**config.mk**
```make
export PLATFORM = sky130hd
export DESIGN_NAME = flash_done_poller
export DESIGN_NICKNAME = d
export VERILOG_FILES = /design/src/rtl/fdp_pkg.sv /design/src/rtl/fdp_read_port.sv /design/src/rtl/fdp_poll_watchdog.sv /design/src/rtl/fdp_toggle_track.sv /design/src/rtl/flash_done_poller.sv
export SDC_FILE = /design/constraint.sdc
export NUM_CORES = 1
export LEC_CHECK = 0
export BUFFER_PORTS_ARGS = -buffer_cell sky130_fd_sc_hd__buf_2
export CAP_MARGIN = 20
export CORE_ASPECT_RATIO = 1.75
export CORE_UTILIZATION = 45
export DETAILED_ROUTE_END_ITERATION = 7
export GPL_TIMING_DRIVEN = 0
export PLACE_DENSITY = 0.82
export SLEW_MARGIN = 30
export SYNTH_ARGS = -nofsm -noshare
export SYNTH_HDL_FRONTEND = slang
export SYNTH_SLANG_ARGS = --single-unit
```
**constraint.sdc**
```tcl
create_clock -name clk_i -period 2 [get_ports clk_i]
set_clock_uncertainty 0.1 [all_clocks]
set_input_delay 0.4 -clock clk_i [delete_from_list [all_inputs] [get_ports clk_i]]
set_output_delay 0.4 -clock clk_i [all_outputs]
set_load 0.05 [all_outputs]
```
**src/rtl/fdp_pkg.sv**
```systemverilog
package fdp_pkg;
  localparam int unsigned TOG_BIT = 6;
  localparam int unsigned ERR_BIT = 5;

  typedef enum logic [2:0] {
    ST_IDLE,
    ST_FIRST,
    ST_POLL,
    ST_RCHK_A,
    ST_RCHK_B,
    ST_VERIFY
  } fdp_state_e;
endpackage

```
**src/rtl/fdp_read_port.sv**
```systemverilog
module fdp_read_port (
  input  logic       clk_i,
  input  logic       rst_ni,
  input  logic       issue_i,
  output logic       rd_req_o,
  input  logic       rd_valid_i,
  input  logic [7:0] rd_data_i,
  output logic [7:0] data_o,
  output logic       vld_o
);
  logic       req_q, wait_q, vld_q;
  logic [7:0] dat_q;

  always_ff @(posedge clk_i or negedge rst_ni) begin
    if (!rst_ni) begin
      req_q  <= 1'b0;
      wait_q <= 1'b0;
      vld_q  <= 1'b0;
      dat_q  <= '0;
    end else begin
      req_q <= issue_i;
      vld_q <= 1'b0;
      if (issue_i) begin
        wait_q <= 1'b1;
      end else if (wait_q && rd_valid_i) begin
        wait_q <= 1'b0;
        vld_q  <= 1'b1;
        dat_q  <= rd_data_i;
      end
    end
  end

  assign rd_req_o = req_q;
  assign data_o   = dat_q;
  assign vld_o    = vld_q;
endmodule

```
**src/rtl/fdp_poll_watchdog.sv**
```systemverilog
module fdp_poll_watchdog #(
  parameter int unsigned MAX_POLLS = 16
) (
  input  logic clk_i,
  input  logic rst_ni,
  input  logic clr_i,
  input  logic tick_i,
  output logic last_o
);
  localparam int unsigned CW = $clog2(MAX_POLLS + 1);
  logic [CW-1:0] cnt_q;

  always_ff @(posedge clk_i or negedge rst_ni) begin
    if (!rst_ni)     cnt_q <= '0;
    else if (clr_i)  cnt_q <= '0;
    else if (tick_i) cnt_q <= cnt_q + 1'b1;
  end

  // high while the poll being judged is the last one allowed
  assign last_o = (cnt_q == CW'(MAX_POLLS - 1));
endmodule

```
**src/rtl/fdp_toggle_track.sv**
```systemverilog
module fdp_toggle_track (
  input  logic clk_i,
  input  logic rst_ni,
  input  logic load_i,
  input  logic bit_i,
  output logic same_o
);
  logic last_q;

  always_ff @(posedge clk_i or negedge rst_ni) begin
    if (!rst_ni)     last_q <= 1'b0;
    else if (load_i) last_q <= bit_i;
  end

  assign same_o = (bit_i == last_q);
endmodule

```
**src/rtl/flash_done_poller.sv**
```systemverilog
module flash_done_poller #(
  parameter int unsigned AW        = 18,
  parameter int unsigned MAX_POLLS = 16
) (
  input  logic          clk_i,
  input  logic          rst_ni,
  input  logic          start_i,
  input  logic          mode_prog_i,
  input  logic [AW-1:0] addr_i,
  input  logic [7:0]    data_i,
  output logic          rd_req_o,
  output logic [AW-1:0] rd_addr_o,
  input  logic          rd_valid_i,
  input  logic [7:0]    rd_data_i,
  output logic          done_o,
  output logic          pass_o,
  output logic          fail_o,
  output logic          mismatch_o
);
  import fdp_pkg::*;

  fdp_state_e    state_q;
  logic          inflight_q, prog_q, done_q, pass_q, fail_q, mism_q;
  logic [AW-1:0] addr_q;
  logic [7:0]    want_q;

  logic       issue, rvld, same, last_poll, tick;
  logic [7:0] rdat;

  assign issue = (state_q != ST_IDLE) && !inflight_q;
  assign tick  = rvld && (state_q == ST_POLL);

  fdp_read_port u_rd (
    .clk_i      (clk_i),
    .rst_ni     (rst_ni),
    .issue_i    (issue),
    .rd_req_o   (rd_req_o),
    .rd_valid_i (rd_valid_i),
    .rd_data_i  (rd_data_i),
    .data_o     (rdat),
    .vld_o      (rvld)
  );

  fdp_toggle_track u_tog (
    .clk_i  (clk_i),
    .rst_ni (rst_ni),
    .load_i (rvld && (state_q != ST_VERIFY)),
    .bit_i  (rdat[TOG_BIT]),
    .same_o (same)
  );

  fdp_poll_watchdog #(.MAX_POLLS(MAX_POLLS)) u_wdg (
    .clk_i  (clk_i),
    .rst_ni (rst_ni),
    .clr_i  (start_i && (state_q == ST_IDLE)),
    .tick_i (tick),
    .last_o (last_poll)
  );

  always_ff @(posedge clk_i or negedge rst_ni) begin
    if (!rst_ni) begin
      state_q    <= ST_IDLE;
      inflight_q <= 1'b0;
      prog_q     <= 1'b0;
      addr_q     <= '0;
      want_q     <= '0;
      done_q     <= 1'b0;
      pass_q     <= 1'b0;
      fail_q     <= 1'b0;
      mism_q     <= 1'b0;
    end else begin
      done_q <= 1'b0;
      if (issue) inflight_q <= 1'b1;
      else if (rvld) inflight_q <= 1'b0;

      if (state_q == ST_IDLE) begin
        if (start_i) begin
          state_q <= ST_FIRST;
          prog_q  <= mode_prog_i;
          addr_q  <= addr_i;
          want_q  <= data_i;
          pass_q  <= 1'b0;
          fail_q  <= 1'b0;
          mism_q  <= 1'b0;
        end
      end else if (rvld) begin
        unique case (state_q)
          ST_FIRST:  state_q <= ST_POLL;
          ST_POLL: begin
            if (same) begin
              if (prog_q) state_q <= ST_VERIFY;
              else begin
                state_q <= ST_IDLE;
                done_q  <= 1'b1;
                pass_q  <= 1'b1;
              end
            end else if (rdat[ERR_BIT]) begin
              state_q <= ST_RCHK_A;
            end else if (last_poll) begin
              state_q <= ST_IDLE;
              done_q  <= 1'b1;
              fail_q  <= 1'b1;
            end
          end
          ST_RCHK_A: state_q <= ST_RCHK_B;
          ST_RCHK_B: begin
            if (same && prog_q) state_q <= ST_VERIFY;
            else begin
              state_q <= ST_IDLE;
              done_q  <= 1'b1;
              pass_q  <= same;
              fail_q  <= !same;
            end
          end
          ST_VERIFY: begin
            state_q <= ST_IDLE;
            done_q  <= 1'b1;
            pass_q  <= 1'b1;
            mism_q  <= (rdat != want_q);
          end
          default: state_q <= ST_IDLE;
        endcase
      end
    end
  end

  assign rd_addr_o  = addr_q;
  assign done_o     = done_q;
  assign pass_o     = pass_q;
  assign fail_o     = fail_q;
  assign mismatch_o = mism_q;
endmodule

```
==> qor.txt, run 1 <==
status = finished, violations left
failing checks = design-rule violations, negative hold slack
Reg-to-Reg Start = u_wdg.cnt_q[0]$_DFFE_PN0P_
Syn. warnings = 0
Mapped Cells = 239
CP Max Fanout = 4
Final min period = 1.87 ns
largest net degree at the start of global routing = 53
grt ovf = 0
top cells by count, synth = nand2_1, dfrtp_1, inv_1, xor2_1, mux2_2
Clock Sinks = 52
vias per cell = 5.22
setup TNS = 0 ns
Die Width = 56.8 um
layout cell share with drive strength beyond 1 = 28.2%
Met2 Wirelength = 2870 um
initial antenna violation count = 0
initial DRC count = 41
GRT Resource Usage Total = 19.0%
fraction of registers with async set/reset = 100%
routed vias = 1890
worst reg2reg setup slack = 0.13 ns
DRC Markers = 2
clk buf depth = 2
P_leak = 1.50 nW
number of synthesized flops with an enable pin = 0
DR pass1 iterations = 6
Synth Cell Area = 0.00237 mm^2
cts hold-fix bufs = 0
WL/cell = 13.8 um
Util after Layout = 56.6%
Top Layer Used = met4
I/O pin count = 62
number of post-CTS setup repair buffers = 0
Placer Congestion = 0.958
startpoint types = register
Arrival @ worst endpoint = 1.98 ns
ranking of synthesized cells by area = dfrtp_1, nand2_1, mux2_2, xor2_1, inv_1
area leader, netlist = dfrtp_1
unrepaired setup endpoints after global routing = no
achievable frequency = 534 MHz
met3 routed WL = 153 um
IO Port Bufs = 61
worst hold slack = -0.00781 ns
Nets = 348
Synth Register Bits = 52
first-pass GRT wire length = 8190 um
DIE AREA = 0.00557 mm^2
Clock transition at path regs = 0.09 ns
Rows = 34
kind of critical path = reg2reg
Total Wirelength = 4980 um
clock root cell = clkbuf_8
routed length on met1 = 1820 um
endpoints failing hold = 4
antenna-violating nets left = 0
DP Area = 0.00274 mm^2
register area share after synthesis = 55.0%
top cell type's share of synthesized area = 55.0%
Slew HR = 57.1%
post-cts resize count = 0
max-cap violations = 0
antenna fix cells = 0
RR Endpoint = state_q[2]$_DFFE_PN0P_
Synth Net Count = 280
CTS tree = yes
core area = 0.00502 mm^2
top-count cell post-synth = nand2_1
final setup vio count = 0
Final Max Slew Viols = 0
CP endpoint kind = register
Initial Util = 47.2%
synth unique cells = 45
design area = 0.00284 mm^2
crit path from = u_wdg.cnt_q[0]$_DFFE_PN0P_
Worst Hold Class = in2async
syn_area_per_cell = 9.90 um^2
pwr dens = 1710 mW/mm^2
total CTS buffers = 5
top_reg_cell synth = dfrtp_1
vias in the first global route = 1899
peak supply drop = 0.753 mV
Worst-Margin Slew = 0.644 ns
HPWL after DPL = 3680 um
number of H-tree levels = 2
height of the die = 97.9 um
crit path to = state_q[2]$_DFFE_PN0P_
Clock Latency Late Sink = 0.31 ns
period utilisation layout = 93.6%
worst endpoint required time = 2.11 ns
reg2reg path depth = 6
Area Growth Syn to Fin = 19.9%
-- registers in the layout, indices dropped and copies added (netlist names) --
name,count
prog_q,1
u_wdg.cnt_q,5
mismatch_o,1
u_tog.last_q,1
inflight_q,1
u_rd.data_o,8
pass_o,1
rd_addr_o,18
want_q,8
state_q,3
done_o,1
fail_o,1
u_rd.wait_q,1
u_rd.rd_req_o,1
u_rd.vld_o,1
-- metrics by stage --
step / instances / power [W] / setup WS [ns]
6_report: 362 / 0.00486 / 0.128
5_1_grt: 362 / 0.00517 / 0.0205
4_1_cts: 362 / 0.00489 / 0.128
3_5_place_dp: 354 / 0.00426 / 0.154
3_3_place_gp: 354 / 0.00417 / 0.172
2_1_floorplan: 239 / 0.00366 / 0.273
-- layout by cell type (no fill, tap or decap), types with 4 or more instances in the layout --
| master | count |
|---|---|
| xor2_1 | 10 |
| buf_2 | 61 |
| a21oi_1 | 5 |
| o21ai_0 | 7 |
| mux2_2 | 9 |
| clkbuf_8 | 6 |
| dfrtp_1 | 52 |
| nor2_1 | 4 |
| clkbuf_1 | 8 |
| nand2_1 | 90 |
| inv_1 | 10 |
-- cells by family (layout without fill, tap and decap cells) --
group                    Yosys count  after routing  synth area share (%)
AND/OR/NAND/NOR                  112            112                  21.1
flip-flops                        52             52                  55.0
AO/OA/AOI/OAI                     31             31                  9.83
buffers and inverters             20             89                  3.22
XOR/XNOR                          12             12                  5.07
multiplexers                      10             10                  4.70
adder cells (fa/ha/maj)            2              2                  1.06
-- area by class of cell --
class | count | area (um^2)
clock inverter | 2 | 13.8
sequential | 52 | 1300
buffer | 10 | 38.8
tap | 54 | 67.6
clock buffer | 6 | 82.6
multi-input combinational | 167 | 990
inverter | 10 | 37.5
fill | 467 | 2180
timing repair buffer | 61 | 308
-- report_power, final --
| group | switching (W) | internal, W |
|---|---|---|
| registers | 0.000350 | 0.00151 |
| clock network | 0.000354 | 0.000284 |
| logic | 0.00160 | 0.000775 |
-- per-layer routing --
layer	vias up	GRT usage [%]
li1	919	-
met1	915	19.1
met2	45	36.9
met3	11	2.52
met4	0	9.38
met5	-	0
-- worst max-delay path: stages, from the launching register on --
cell     delay [ns]
dfrtp_1        0.43
ha_1           0.22
and3_1         0.19
ha_1           0.24
o32ai_4        0.34
nor4b_1        0.09
a21o_1         0.17
-- how the worst min path moves through the flow --
stage                                      start                         end  slack (ns)  cells after the start
after floorplan                           rst_ni            done_o$_DFF_PN0_       0.004                      0
after global routing                      rst_ni  u_rd.data_o[1]$_DFFE_PN0P_        0.05                      1
final                                     rst_ni  u_rd.data_o[3]$_DFFE_PN0P_      -0.008                      1
after global placement    inflight_q$_DFFE_PN0P_      inflight_q$_DFFE_PN0P_        0.35                      1
after detailed placement                  rst_ni  u_rd.data_o[3]$_DFFE_PN0P_        0.36                      1
after CTS                                 rst_ni  u_rd.data_o[3]$_DFFE_PN0P_        0.03                      1
Power figures use the tool's default switching activity.
==> inputs of run 2 (changes only) <==
--- a/config.mk
+++ b/config.mk
@@ -12,6 +12,7 @@
 export DETAILED_ROUTE_END_ITERATION = 7
 export GPL_TIMING_DRIVEN = 0
 export PLACE_DENSITY = 0.82
+export SETUP_SLACK_MARGIN = 0.3
 export SLEW_MARGIN = 30
 export SYNTH_ARGS = -nofsm -noshare
 export SYNTH_HDL_FRONTEND = slang
==> qor.txt, run 2 (same netlist as run 1, synthesis figures left out) <==
status = finished, violations left
failing checks = design-rule violations
initial DRC count = 32 (-22%)
startpoint types = register
DRC Markers = 4 (+2)
area of the multi-input gates = 0.00102 mm^2 (+3.3%)
switching part of the total power = 47.2% (-0.10 points)
HPWL after DPL = 3600 um (-2.3%)
reg2reg path depth = 4 (-2)
Int Pwr = 0.00260 W (+1.5%)
period utilisation layout = 87.6% (-6.0 points)
core area = 0.00502 mm^2 (unchanged)
Placer Congestion = 0.906 (-5.4%)
most frequent cells in the layout = nand2_1, buf_2, dfrtp_1
setup TNS = 0 ns (unchanged)
Final Max Slew Viols = 0 (unchanged)
layout cell share with drive strength beyond 1 = 33.0% (+4.8 points)
unrepaired setup endpoints after global routing = yes
DR pass1 iterations = 7 (+1)
antenna fix cells = 0 (unchanged)
IO Port Bufs = 61 (unchanged)
clk buf depth = 2 (unchanged)
total CTS buffers = 5 (unchanged)
vias in the first global route = 1931 (+1.7%)
Worst-Margin Slew = 0.633 ns (-0.0111 ns)
CTS tree = yes
register area = 0.00130 mm^2 (+0.19%)
Clock Sinks = 52 (unchanged)
CP endpoint kind = register
first-pass GRT wire length = 8560 um (+4.5%)
Arrival @ worst endpoint = 1.84 ns (-0.14 ns)
max-cap violations = 0 (unchanged)
Clock Latency Late Sink = 0.30 ns (about the same)
critical-path cell list = or4b_4 > o32ai_4 > nor4b_1 > a21o_1
Area Growth Syn to Fin = 22.6%
P_leak = 1.53 nW (+1.9%)
antenna-violating nets left = 0 (unchanged)
NetSw = 0.00233 W (+1.1%)
vias per cell = 5.17 (-0.94%)
DP Area = 0.00274 mm^2 (unchanged)
WL/cell = 13.5 um (-1.9%)
Nets = 352 (+1.1%)
Final min period = 1.75 ns (-0.120 ns)
Worst Hold Class = in2async
I/O pin count = 62 (unchanged)
Slowest Stage Delay on Critical Path = 0.57 ns (+0.14 ns)
RR Endpoint = state_q[2]$_DFFE_PN0P_
DIE AREA = 0.00557 mm^2 (unchanged)
peak supply drop = 0.946 mV (+26%)
cts hold-fix bufs = 0 (unchanged)
GRT Resource Usage Total = 19.7% (+0.64 points)
Sequential Power Share = 37.5% (-0.6 points)
Rows = 34 (unchanged)
cell at the slowest stage of the critical path = or4b_4
FILL cells = 469 (+0.43%)
Comb power frac = 50.6% (+1.8 points)
achievable frequency = 571 MHz (+6.9%)
worst endpoint required time = 2.09 ns (-0.02 ns)
pwr dens = 1700 mW/mm^2 (-0.90%)
CP Max Fanout = 4 (unchanged)
Clock transition at path regs = 0.10 ns (about the same)
initial antenna violation count = 0 (unchanged)
number of H-tree levels = 2 (unchanged)
height of the die = 97.9 um (unchanged)
crit path to = state_q[2]$_DFFE_PN0P_
clock root cell = clkbuf_8
design area = 0.00290 mm^2 (+2.2%)
Reg-to-Reg Start = u_rd.data_o[5]$_DFFE_PN0P_
endpoints failing hold = 0 (-4)
crit path from = u_rd.data_o[5]$_DFFE_PN0P_
routed vias = 1893 (+0.16%)
most common cell after layout, fill and taps aside = nand2_1
Initial Util = 47.2% (unchanged)
delay-heaviest family, CP = simple AND/OR/NAND/NOR gates
Clock Power Share = 11.9% (-1.2 points)
largest net degree at the start of global routing = 53 (unchanged)
Slew HR = 57.8% (+0.74 points)
final setup vio count = 0 (unchanged)
max FFs per register = 18 (unchanged)
worst path bufs/invs = 0 (unchanged)
kind of critical path = reg2reg
worst reg2reg setup slack = 0.25 ns (+0.12 ns)
Die Width = 56.8 um (unchanged)
grt ovf = 0 (unchanged)
Crit path depth = 4 (-2)
Total Wirelength = 4940 um (-0.84%)
==> run 2: cell count changes in the layout (fill, tap and decap cells not counted), moves of 2 or more <==
cell / previous run / this run
buf_4: 1 / 5
clkbuf_1: 8 / 3
ha_1: 2 / 0
dfrtp_1: 52 / 50
clkbuf_2: 0 / 6
dfrtp_2: 0 / 2
==> run 2: power groups by stage <==
| stage | Combinational [W] | Sequential (W) | Clock, W |
|---|---|---|---|
| floorplan | 0.00116 | 0.00250 | 0 |
| global route | 0.00271 | 0.00192 | 0.000642 |
| global placement | 0.00233 | 0.00185 | 0 |
| CTS | 0.00247 | 0.00185 | 0.000605 |
| finish | 0.00249 | 0.00185 | 0.000589 |
| detailed placement | 0.00239 | 0.00187 | 0 |
==> run 2: area by class of cell <==
type | instances | share of cell area (%)
Sequential cell | 52 | 44.9
Multi-Input combinational cell | 167 | 35.2
Timing Repair Buffer | 65 | 11.6
Clock buffer | 6 | 2.50
Tap cell | 54 | 2.33
Buffer | 10 | 1.64
Inverter | 10 | 1.29
Clock inverter | 2 | 0.474
==> run 2: how the worst min path moves through the flow <==
stage / startpoint / endpoint / slack (ns) / depth (start not counted)
3_3_place_gp: inflight_q$_DFFE_PN0P_ / inflight_q$_DFFE_PN0P_ / 0.35 / 1
4_1_cts: rst_ni / inflight_q$_DFFE_PN0P_ / 0.04 / 1
2_1_floorplan: rst_ni / done_o$_DFF_PN0_ / 0.004 / 0
6_report: rst_ni / rd_addr_o[0]$_DFFE_PN0P_ / 0.01 / 1
5_1_grt: rst_ni / rd_addr_o[0]$_DFFE_PN0P_ / 0.06 / 1
3_5_place_dp: rd_addr_o[3]$_DFFE_PN0P_ / rd_addr_o[3]$_DFFE_PN0P_ / 0.36 / 2
==> run 2: layer usage <==
| metal | track usage, % | vias up | share of wire, % |
|---|---|---|---|
| li1 | - | 930 | - |
| met1 | 21.6 | 893 | 39 |
| met2 | 36.0 | 58 | 55 |
| met3 | 3.44 | 12 | 3.7 |
| met4 | 9.01 | 0 | 2.3 |
| met5 | 0 | - | 0 |
==> run 2: stage by stage <==
step                      utilization [%]  hold WS, ns  cells  worst slack (ns)  total power, W
after floorplan                         -      0.00441    239             0.288         0.00366
after global placement               54.6        0.352    354             0.161         0.00417
after detailed placement             54.6        0.358    354             0.131         0.00425
after CTS                            57.5       0.0383    365             0.235         0.00493
after global routing                 57.8       0.0572    366             0.196         0.00527
final                                57.8       0.0115    366             0.248         0.00493
==> run 2: timing repair <==
item	4_1_cts	5_1_grt
setup endpoints to repair	43	32
buffers inserted	3	1
pin swaps	4	1
gates resized for setup	9	11
